--- src/rtl/l1l2_mq_pkg.sv ---
package l1l2_mq_pkg;
    // Message class index; queues are instantiated per class
    typedef enum logic [1:0] {
        MC_PREQ = 2'd0,  // processor request, L1 -> L2
        MC_IREP = 2'd1,  // intervention reply, L1 -> L2
        MC_PREP = 2'd2,  // processor reply, L2 -> L1
        MC_IREQ = 2'd3   // intervention request, L2 -> L1
    } msg_class_e;

    localparam int unsigned NUM_CLASSES = 4;

    function automatic int unsigned max4(input int unsigned a, input int unsigned b,
                                         input int unsigned c, input int unsigned d);
        int unsigned m;
        m = a;
        if (b > m) m = b;
        if (c > m) m = c;
        if (d > m) m = d;
        return m;
    endfunction
endpackage

--- src/rtl/mq_fifo.sv ---
module mq_fifo #(
    parameter int unsigned W     = 16,
    parameter int unsigned DEPTH = 2,
    parameter int unsigned LVL_W = 2
) (
    input  logic             clk,
    input  logic             rst_n,
    input  logic             push,
    input  logic [W-1:0]     din,
    input  logic             pop,
    output logic [W-1:0]     dout,
    output logic             full,
    output logic             empty,
    output logic [LVL_W-1:0] level
);
    localparam int unsigned AW = (DEPTH > 1) ? $clog2(DEPTH) : 1;
    localparam logic [AW-1:0] LAST = AW'(DEPTH - 1);

    logic [W-1:0]  mem [DEPTH];
    logic [AW-1:0] rd_ptr, wr_ptr;
    logic          do_push, do_pop;

    assign full    = (level == LVL_W'(DEPTH));
    assign empty   = (level == '0);
    assign do_push = push && !full;
    assign do_pop  = pop && !empty;
    assign dout    = mem[rd_ptr];

    always_ff @(posedge clk) begin
        if (!rst_n) begin
            rd_ptr <= '0;
            wr_ptr <= '0;
            level  <= '0;
        end else begin
            if (do_push) wr_ptr <= (wr_ptr == LAST) ? '0 : wr_ptr + AW'(1);
            if (do_pop)  rd_ptr <= (rd_ptr == LAST) ? '0 : rd_ptr + AW'(1);
            case ({do_push, do_pop})
                2'b10:   level <= level + LVL_W'(1);
                2'b01:   level <= level - LVL_W'(1);
                default: level <= level;
            endcase
        end
    end

    always_ff @(posedge clk) begin
        if (do_push) mem[wr_ptr] <= din;
    end


    pop_nonempty_chk: assert property (@(posedge clk) disable iff (!rst_n)
        pop |-> !empty);


    level_rise_chk: assert property (@(posedge clk) disable iff (!rst_n)
        (push && !full && !pop) |=> level == $past(level) + LVL_W'(1));


    full_hold_chk: assert property (@(posedge clk) disable iff (!rst_n)
        (full && !pop) |=> full);
endmodule

--- src/rtl/mq_drain_gate.sv ---
module mq_drain_gate (
    input  logic take,
    input  logic head_vld,
    input  logic needs_reply,
    input  logic reply_full,
    output logic pop,
    output logic reply_push
);
    logic space_ok;

    // A reply-producing head leaves only together with its reserved slot
    always_comb begin
        space_ok   = !needs_reply || !reply_full;
        pop        = take && head_vld && space_ok;
        reply_push = pop && needs_reply;
    end
endmodule

--- src/rtl/l1l2_msg_queues.sv ---
module l1l2_msg_queues
    import l1l2_mq_pkg::*;
#(
    parameter int unsigned DATA_W     = 16,
    parameter int unsigned PREQ_DEPTH = 4,
    parameter int unsigned IREP_DEPTH = 2,
    parameter int unsigned PREP_DEPTH = 2,
    parameter int unsigned IREQ_DEPTH = 4
) (
    input  logic              clk,
    input  logic              rst_n,
    input  logic              l1_req_push,
    input  logic [DATA_W-1:0] l1_req_dat,
    output logic              l1_req_ready,
    input  logic              l2_ir_push,
    input  logic [DATA_W-1:0] l2_ir_dat,
    output logic              l2_ir_ready,
    output logic              preq_head_vld,
    output logic [DATA_W-1:0] preq_head_dat,
    input  logic              l2_take,
    input  logic              l2_reply_needed,
    input  logic [DATA_W-1:0] l2_reply_dat,
    output logic              preq_pop,
    output logic              ireq_head_vld,
    output logic [DATA_W-1:0] ireq_head_dat,
    input  logic              l1_take,
    input  logic              l1_irep_needed,
    input  logic [DATA_W-1:0] l1_irep_dat,
    output logic              ireq_pop,
    output logic              prep_vld,
    output logic [DATA_W-1:0] prep_dat,
    input  logic              bus_grant,
    output logic              irep_vld,
    output logic [DATA_W-1:0] irep_dat
);
    localparam int unsigned MAX_D = max4(PREQ_DEPTH, IREP_DEPTH, PREP_DEPTH, IREQ_DEPTH);
    localparam int unsigned LVL_W = $clog2(MAX_D + 1);

    logic              q_push  [NUM_CLASSES];
    logic [DATA_W-1:0] q_din   [NUM_CLASSES];
    logic              q_pop   [NUM_CLASSES];
    logic [DATA_W-1:0] q_dout  [NUM_CLASSES];
    logic              q_full  [NUM_CLASSES];
    logic              q_empty [NUM_CLASSES];
    logic [LVL_W-1:0]  q_lvl   [NUM_CLASSES];

    logic l2_pop, l2_rpush, l1_pop, l1_rpush;

    for (genvar c = 0; c < NUM_CLASSES; c++) begin : g_cls
        localparam int unsigned D =
            (c == int'(MC_PREQ)) ? PREQ_DEPTH :
            (c == int'(MC_IREP)) ? IREP_DEPTH :
            (c == int'(MC_PREP)) ? PREP_DEPTH : IREQ_DEPTH;
        mq_fifo #(.W(DATA_W), .DEPTH(D), .LVL_W(LVL_W)) u_q (
            .clk   (clk),
            .rst_n (rst_n),
            .push  (q_push[c]),
            .din   (q_din[c]),
            .pop   (q_pop[c]),
            .dout  (q_dout[c]),
            .full  (q_full[c]),
            .empty (q_empty[c]),
            .level (q_lvl[c])
        );
    end

    // Second-level controller draining processor requests
    mq_drain_gate u_l2_gate (
        .take        (l2_take),
        .head_vld    (!q_empty[MC_PREQ]),
        .needs_reply (l2_reply_needed),
        .reply_full  (q_full[MC_PREP]),
        .pop         (l2_pop),
        .reply_push  (l2_rpush)
    );

    // First-level controller draining intervention requests
    mq_drain_gate u_l1_gate (
        .take        (l1_take),
        .head_vld    (!q_empty[MC_IREQ]),
        .needs_reply (l1_irep_needed),
        .reply_full  (q_full[MC_IREP]),
        .pop         (l1_pop),
        .reply_push  (l1_rpush)
    );

    always_comb begin
        q_push[MC_PREQ] = l1_req_push;
        q_din [MC_PREQ] = l1_req_dat;
        q_pop [MC_PREQ] = l2_pop;

        q_push[MC_IREQ] = l2_ir_push;
        q_din [MC_IREQ] = l2_ir_dat;
        q_pop [MC_IREQ] = l1_pop;

        q_push[MC_PREP] = l2_rpush;
        q_din [MC_PREP] = l2_reply_dat;
        q_pop [MC_PREP] = !q_empty[MC_PREP];

        q_push[MC_IREP] = l1_rpush;
        q_din [MC_IREP] = l1_irep_dat;
        q_pop [MC_IREP] = bus_grant && !q_empty[MC_IREP];
    end

    always_comb begin
        l1_req_ready  = !q_full[MC_PREQ];
        l2_ir_ready   = !q_full[MC_IREQ];
        preq_head_vld = !q_empty[MC_PREQ];
        preq_head_dat = q_dout[MC_PREQ];
        preq_pop      = l2_pop;
        ireq_head_vld = !q_empty[MC_IREQ];
        ireq_head_dat = q_dout[MC_IREQ];
        ireq_pop      = l1_pop;
        prep_vld      = !q_empty[MC_PREP];
        prep_dat      = q_dout[MC_PREP];
        irep_vld      = !q_empty[MC_IREP];
        irep_dat      = q_dout[MC_IREP];
    end


    prep_space_chk: assert property (@(posedge clk) disable iff (!rst_n)
        (preq_pop && l2_reply_needed) |-> q_lvl[MC_PREP] < LVL_W'(PREP_DEPTH));


    irep_space_chk: assert property (@(posedge clk) disable iff (!rst_n)
        (ireq_pop && l1_irep_needed) |-> q_lvl[MC_IREP] < LVL_W'(IREP_DEPTH));


    prep_drain_chk: assert property (@(posedge clk) disable iff (!rst_n)
        (prep_vld && !q_push[MC_PREP]) |=> q_lvl[MC_PREP] == $past(q_lvl[MC_PREP]) - LVL_W'(1));


    irep_hold_chk: assert property (@(posedge clk) disable iff (!rst_n)
        (!bus_grant && !q_push[MC_IREP]) |=> $stable(q_lvl[MC_IREP]));
endmodule

--- config.mk ---
export PLATFORM = sky130hd
export DESIGN_NAME = l1l2_msg_queues
export DESIGN_NICKNAME = d
export VERILOG_FILES = /design/src/rtl/l1l2_mq_pkg.sv /design/src/rtl/mq_fifo.sv /design/src/rtl/mq_drain_gate.sv /design/src/rtl/l1l2_msg_queues.sv
export SDC_FILE = /design/constraint.sdc
export NUM_CORES = 1
export LEC_CHECK = 0
export BUFFER_PORTS_ARGS = -buffer_cell sky130_fd_sc_hd__buf_2
export CORE_MARGIN = 5
export CORE_UTILIZATION = 50
export CTS_CLUSTER_SIZE = 10
export DETAILED_ROUTE_END_ITERATION = 8
export MAX_ROUTING_LAYER = met4
export PLACE_DENSITY = 0.73
export REMOVE_ABC_BUFFERS = 1
export SLEW_MARGIN = 20
export SYNTH_ARGS = -nofsm -noshare
export SYNTH_HDL_FRONTEND = slang
export SYNTH_SLANG_ARGS = --single-unit
--- constraint.sdc ---
create_clock -name clk -period 2.2 [get_ports clk]
set_input_delay 0.33 -clock clk [delete_from_list [all_inputs] [get_ports clk]]
set_output_delay 0.33 -clock clk [all_outputs]
set_load 0.01 [all_outputs]
# Word level (Yosys, flattened, before mapping)
# Memories as Yosys holds them, arrays and structs flattened. A register that Yosys moved wholly into a read port is not among the register bits.
# Index checks and enable logic that the tools add are counted.
[classes] add_sub_neg=16 n_eq_ne=16 n_mux=28 n_reduce_logical=34
[ops] operator="$pmux W3 S2" n=4
[ops] operator="$eq A2 B2 Y1 const B" n=8
[ops] operator="$mux W1" n=16
[ops] operator="$mux W2" n=8
[ops] operator="$logic_and A1 B1 Y1" n=14
[ops] operator="$add A3 B1 Y3 const B" n=4
[ops] operator="$logic_not A3 Y1" n=4
[ops] operator="$sub A3 B1 Y3 const B" n=4
[ops] operator="$logic_not A1 Y1" n=10
[ops] operator="$add A2 B1 Y2 const B" n=4
[ops] operator="$eq A2 B1 Y1 const B" n=4
[ops] operator="$reduce_bool A2 Y1" n=4
[ops] operator="$eq A3 B2 Y1 const B" n=2
[ops] operator="$eq A3 B3 Y1 const B" n=2
[ops] operator="$add A1 B1 Y1 const B" n=4
[ops] operator="$logic_or A1 B1 Y1" n=2
[totals] reg_bits=24 ram_bits=192 input_bits=73 mem_count=4
[mem_list] name="g_cls[0].u_q.mem" words=4 width=16 rd=1 rd_clocked_by_memory_dff=1 wr=1 line_no="mq_fifo.sv:19" text="logic [W-1:0] mem [DEPTH];"
[mem_list] name="g_cls[3].u_q.mem" words=4 width=16 rd=1 rd_clocked_by_memory_dff=1 wr=1 line_no="mq_fifo.sv:19"
[mem_list] name="g_cls[1].u_q.mem" words=2 width=16 rd=1 rd_clocked_by_memory_dff=1 wr=1 line_no="mq_fifo.sv:19"
[mem_list] name="g_cls[2].u_q.mem" words=2 width=16 rd=1 rd_clocked_by_memory_dff=1 wr=1 line_no="mq_fifo.sv:19"

# Logic depth before layout (Yosys ltp)
[logic_depth] word_depth=8 mapped_depth=9

# Modules after synthesis
# Synthesis repeated with hierarchy kept, for this count alone.
[hier_totals] hier_cells=461 area_unflattened_um2=8694.6
[modules_own_cells] module="mq_fifo (g_cls[0].u_q ...)" instances=2 cells_each=140 area_each_um2=2840.2 seq_area_each_um2=2102.0
[modules_own_cells] module="mq_fifo (g_cls[2].u_q)" instances=1 cells_each=84 area_each_um2=1472.7 seq_area_each_um2=1081.0
[modules_own_cells] module="mq_fifo (g_cls[1].u_q)" instances=1 cells_each=84 area_each_um2=1470.2 seq_area_each_um2=1081.0
[modules_own_cells] module="mq_drain_gate" instances=2 cells_each=3 area_each_um2=21.3 seq_area_each_um2=0.0
[modules_own_cells] module="l1l2_msg_queues" instances=1 cells_each=7 area_each_um2=28.8 seq_area_each_um2=0.0

# Worst setup path after synthesis
# OpenSTA, ideal clock, no wires.
[synth_timing] path_kind="register to register" from="register g_cls[3].u_q.level[0]" to="register g_cls[1].u_q.level[2]" setup_time_ns=0.072 arrival_ns=2.112 path_slack_ns=0.016 stages_incl_launch_ff=9 n_path_buf=0 cell_sequence="dfxtp_1 > or3_1 > o2111ai_2 > ha_1 > inv_1 > fa_1 > xor2_1 > or3_1 > a21oi_1"
[synth_via] elab_chain_cells=8 word_cells_on_any_way=10
[synth_lines] element="from (decl)" line_no="mq_fifo.sv:14" text="output logic [LVL_W-1:0] level"
[synth_lines] element="from (signal assigned)" line_no="mq_fifo.sv:38" text="2'b10: level <= level + LVL_W'(1);"
[synth_lines] element="from (signal assigned)" line_no="mq_fifo.sv:39" text="2'b01: level <= level - LVL_W'(1);"
[synth_lines] element="from (signal assigned)" line_no="mq_fifo.sv:40" text="default: level <= level;"
[synth_lines] element="$logic_not A3 Y1 *" line_no="mq_fifo.sv:24" text="assign empty = (level == '0);"
[synth_lines] element="$logic_not A1 Y1 *"
[synth_lines] element="net ireq_head_vld" line_no="l1l2_msg_queues.sv:24" text="output logic ireq_head_vld,"
[synth_lines] element="$logic_and A1 B1 Y1 * (2 in series)" line_no="mq_drain_gate.sv:14" text="pop = take && head_vld && space_ok;"
[synth_lines] element="$logic_and A1 B1 Y1 *" line_no="mq_drain_gate.sv:15" text="reply_push = pop && needs_reply;"
[synth_lines] element="$logic_and A1 B1 Y1 *" line_no="mq_fifo.sv:25" text="assign do_push = push && !full;"
[synth_lines] element="$eq A2 B1 Y1 / $eq A2 B2 Y1 (equally long branches)" line_no="mq_fifo.sv:37" text="case ({do_push, do_pop})"
[synth_lines] element="$pmux W3 S2 / $reduce_bool A2 Y1 (equally long branches)"
[synth_lines] element="to (signal assigned)" line_no="mq_fifo.sv:38"
[synth_lines] element="to (signal assigned)" line_no="mq_fifo.sv:39"
[synth_lines] element="to (signal assigned)" line_no="mq_fifo.sv:40"
[synth_lines] element="to (decl)" line_no="mq_fifo.sv:14"
# The timed path passes the listed nets; every way through them passes the cells marked *.
# A chain may end at the register's enable or synchronous reset.

# Final worst setup path
[layout_timing] from="register g_cls[3].u_q.level[0]" to="register g_cls[1].u_q.level[2]"
[layout_via] elab_chain_cells=8 word_cells_on_any_way=10
[layout_lines] element="$logic_not A3 Y1 *" line_no="mq_fifo.sv:24"
[layout_lines] element="$logic_not A1 Y1 *" line_no="l1l2_msg_queues.sv:80" text=".head_vld (!q_empty[MC_IREQ]),"
[layout_lines] element="$logic_and A1 B1 Y1 * (2 in series)" line_no="mq_drain_gate.sv:14"
[layout_lines] element="$logic_and A1 B1 Y1 *" line_no="mq_drain_gate.sv:15"
[layout_lines] element="$logic_and A1 B1 Y1 *" line_no="mq_fifo.sv:25"
[layout_lines] element="$eq A2 B1 Y1 / $eq A2 B2 Y1 (equally long branches)" line_no="mq_fifo.sv:37"
[layout_lines] element="$pmux W3 S2 / $reduce_bool A2 Y1 (equally long branches)"
# Every way passes the cells marked *; elsewhere a longest branch is shown, timed or not.

==> metrics <==
status=finished clean; clock skew=~13 ps; Worst-Margin Slew=851 ps; number of clock sinks=222; slowest CP cell=or3_4; WL/cell=18.2 um; Root Buffer=clkbuf_16; Reg clk slew, reported paths=60 ps; Leakage=3.85 nW; clk buf depth=3; hold depth=1; die height=141 um; Syn Inst Count=450; R2R setup slack=about 38 ps; crit end category=register; max_cap viols=0; CP startpoint kind=register; r2r startpoint=g_cls[3].u_q.level[0]; reg-to-reg critical path endpoint=g_cls[1].u_q.level[2]; die area=19,800 um2; non-filler cells, final=slightly below 900; Synth-to-Final Area Change=24.5%; port bufs=144; number of I/O pins=145; worst endpoint data arrival time=2600 ps; most frequent cells in the layout=edfxtp_1 (192), buf_2 (144), mux2_2 (32), mux4_2 (32), clkbuf_16 (27); Setup WS pre-CTS=-68.1 ps; global-route wire length before repair=25,800 um; min Tclk post-route=2160 ps; Ys Warns=0; EDFF count, synth=192; CTS buffer count=26; setup ws final=38.1 ps; Hold EP=g_cls[1].u_q.mem[1][2]; vias in the first global route=about 5,000; Setup-failing EPs final=0; Crit Path Class=register to register; Hold WC Path Type=primary input to register; H-tree depth=1; DP HPWL=between 10,000 and 15,000 um; R2R depth=8; Nets=735; largest net degree at the start of global routing=23; most common cell after layout, fill and taps aside=edfxtp_1; number of library cell types mapped by synthesis=35; pwr dens=1140 nW/um2; Inst Count DP=812; delay-heaviest family, CP=simple AND/OR/NAND/NOR gates; largest cells by area after synthesis=edfxtp_1 (67%), mux4_2 (8.4%), dfxtp_1 (7.0%), mux2_2 (4.2%), ha_1 (2.0%); RSZ-0062 raised after global routing=true; sequential fraction of the synthesis area=74.5%; Slew Viols, Final=0; Syn Area/Cell=19.0 um2; starting DRC count in detailed routing=between 200 and 250; Max Fanout on Critical Path=5; Cell Rows=47; worst vdd ir=773 uV; die width=141 um; # diodes=0; clk_lat worst skew=510 ps; Bufs and invs on worst path=1; Routed Antenna Nets=0; core area=16,700 um2; Via density=between 5 and 6; period utilisation layout=98.3%; gr ovfl total=0; final wirelength=16,100 um; synthesized area=8550 um2; Top FF cell, synth=edfxtp_1; GRT Overall Usage=16.8%; initial antenna violation count=0; Worst Min Path Start=l1_irep_dat[2]; Worst path max stage delay=410 ps; fraction of layout cells with a size suffix above 1=44.0%; Rel. slew slack=between 40% and 50%; post-synth top area cell=edfxtp_1; DRT Pass-1 Iters=4; crit-path cells=or3_4 > o2111ai_2 > ha_2 > inv_1 > fa_2 > xor2_1 > or3_1 > a21oi_2; RD Place Congestion=0.738; share of the synthesized area in the top cell type=67.4%; CTS tree=done; # DRC=0; fmax=463 MHz; vias=4,584; Final Hold Viols=0; data required time at the worst endpoint=2640 ps; synthesized flop and latch total=222; ys async rst share=0%; total power=0.0121 W; Initial Util=51.2%
## metrics by stage
step / hold WS, ps / instance area (um2) / utilization, % / TNS [ps]
after floorplan: 429 / 8440 / - / 0
after global placement: 460 / 9560 / 57.3 / 0
after detailed placement: 482 / 9560 / 57.3 / -68.1
after CTS: 1.28 / 10500 / 62.9 / 0
after global routing: 0.0422 / 10600 / 63.7 / -64.2
final: 25.6 / 10600 / 63.7 / 0
## flip-flops by register name, indices dropped and copies added (netlist names), named ones only
name,cells
g_cls.u_q.rd_ptr,6
g_cls.u_q.wr_ptr,6
g_cls.u_q.level,12
g_cls.u_q.mem,192
## report_power, final
part	switching, W	total [W]	internal, W
sequential	0.000186	0.00527	0.00508
combinational	0.00157	0.00305	0.00148
clock	0.00150	0.00378	0.00228
## kinds of logic (layout without fill, tap and decap cells)
logic type               after synthesis  in the layout  share of synthesized area, %
flip-flops                           222            222                          74.5
multiplexers                          68             68                          13.1
AND/OR/NAND/NOR                       66             66                          4.05
buffers and inverters                 38            252                          2.12
AO/OA/AOI/OAI                         29             29                          2.33
adder cells (fa/ha/maj)               18             18                          2.99
XOR/XNOR                               9              9                         0.922
## how the worst max path moves through the flow
stage | cells after the start | startpoint | slack, ps | to
after floorplan | 8 | g_cls[3].u_q.level[0] | 10 | g_cls[1].u_q.level[2]
after global placement | 8 | g_cls[3].u_q.level[0] | 80 | g_cls[1].u_q.level[2]
after CTS | 8 | g_cls[3].u_q.level[2] | 4 | g_cls[3].u_q.level[2]
after detailed placement | 8 | g_cls[3].u_q.level[0] | -70 | g_cls[1].u_q.level[2]
after global routing | 8 | g_cls[2].u_q.level[0] | -30 | g_cls[2].u_q.level[2]
final | 8 | g_cls[3].u_q.level[0] | 40 | g_cls[1].u_q.level[2]
## layout make-up
cell class / count / area (um2)
well taps: 220 / 275
clock inverters: 1 / 6.26
flip-flops and latches: 222 / 6380
inverters: 19 / 71.3
multi-input cells: 190 / 2060
fillers: 1188 / 6060
clock buffers: 47 / 751
repair buffers: 185 / 1100
## cells in the mapped netlist, drive strengths merged, types with 2 or more instances
cell	count
o21ai	6
nand2	10
nand3	4
nor2	25
or4	2
a21o	4
xor2	8
clkbuf	4
o2111ai	2
mux4	32
a21oi	14
or3b	2
inv	19
or2	2
buf	15
or3	8
mux2	32
dfxtp	30
mux2i	4
nor3	2
fa	4
and3	8
o31ai	2
ha	14
edfxtp	192
## repair_timing
item	4_1_cts	5_1_grt
endpoints found under the setup margin	16	16
setup buffers	0	4
pin swaps	1	5
endpoints found under the hold margin	31	5
hold buffers	17	3
resized for setup	6	24
## metal layers
metal / wire, um / part of all wire (%) / GRT usage [%]
met2: 8200 / 51 / 28.4
met5: 0 / 0 / -
met1: 6520 / 41 / 20.5
met3: 1090 / 6.8 / 4.06
met4: 273 / 1.7 / 4.13
Note: power is estimated with default switching activity, not from simulation.
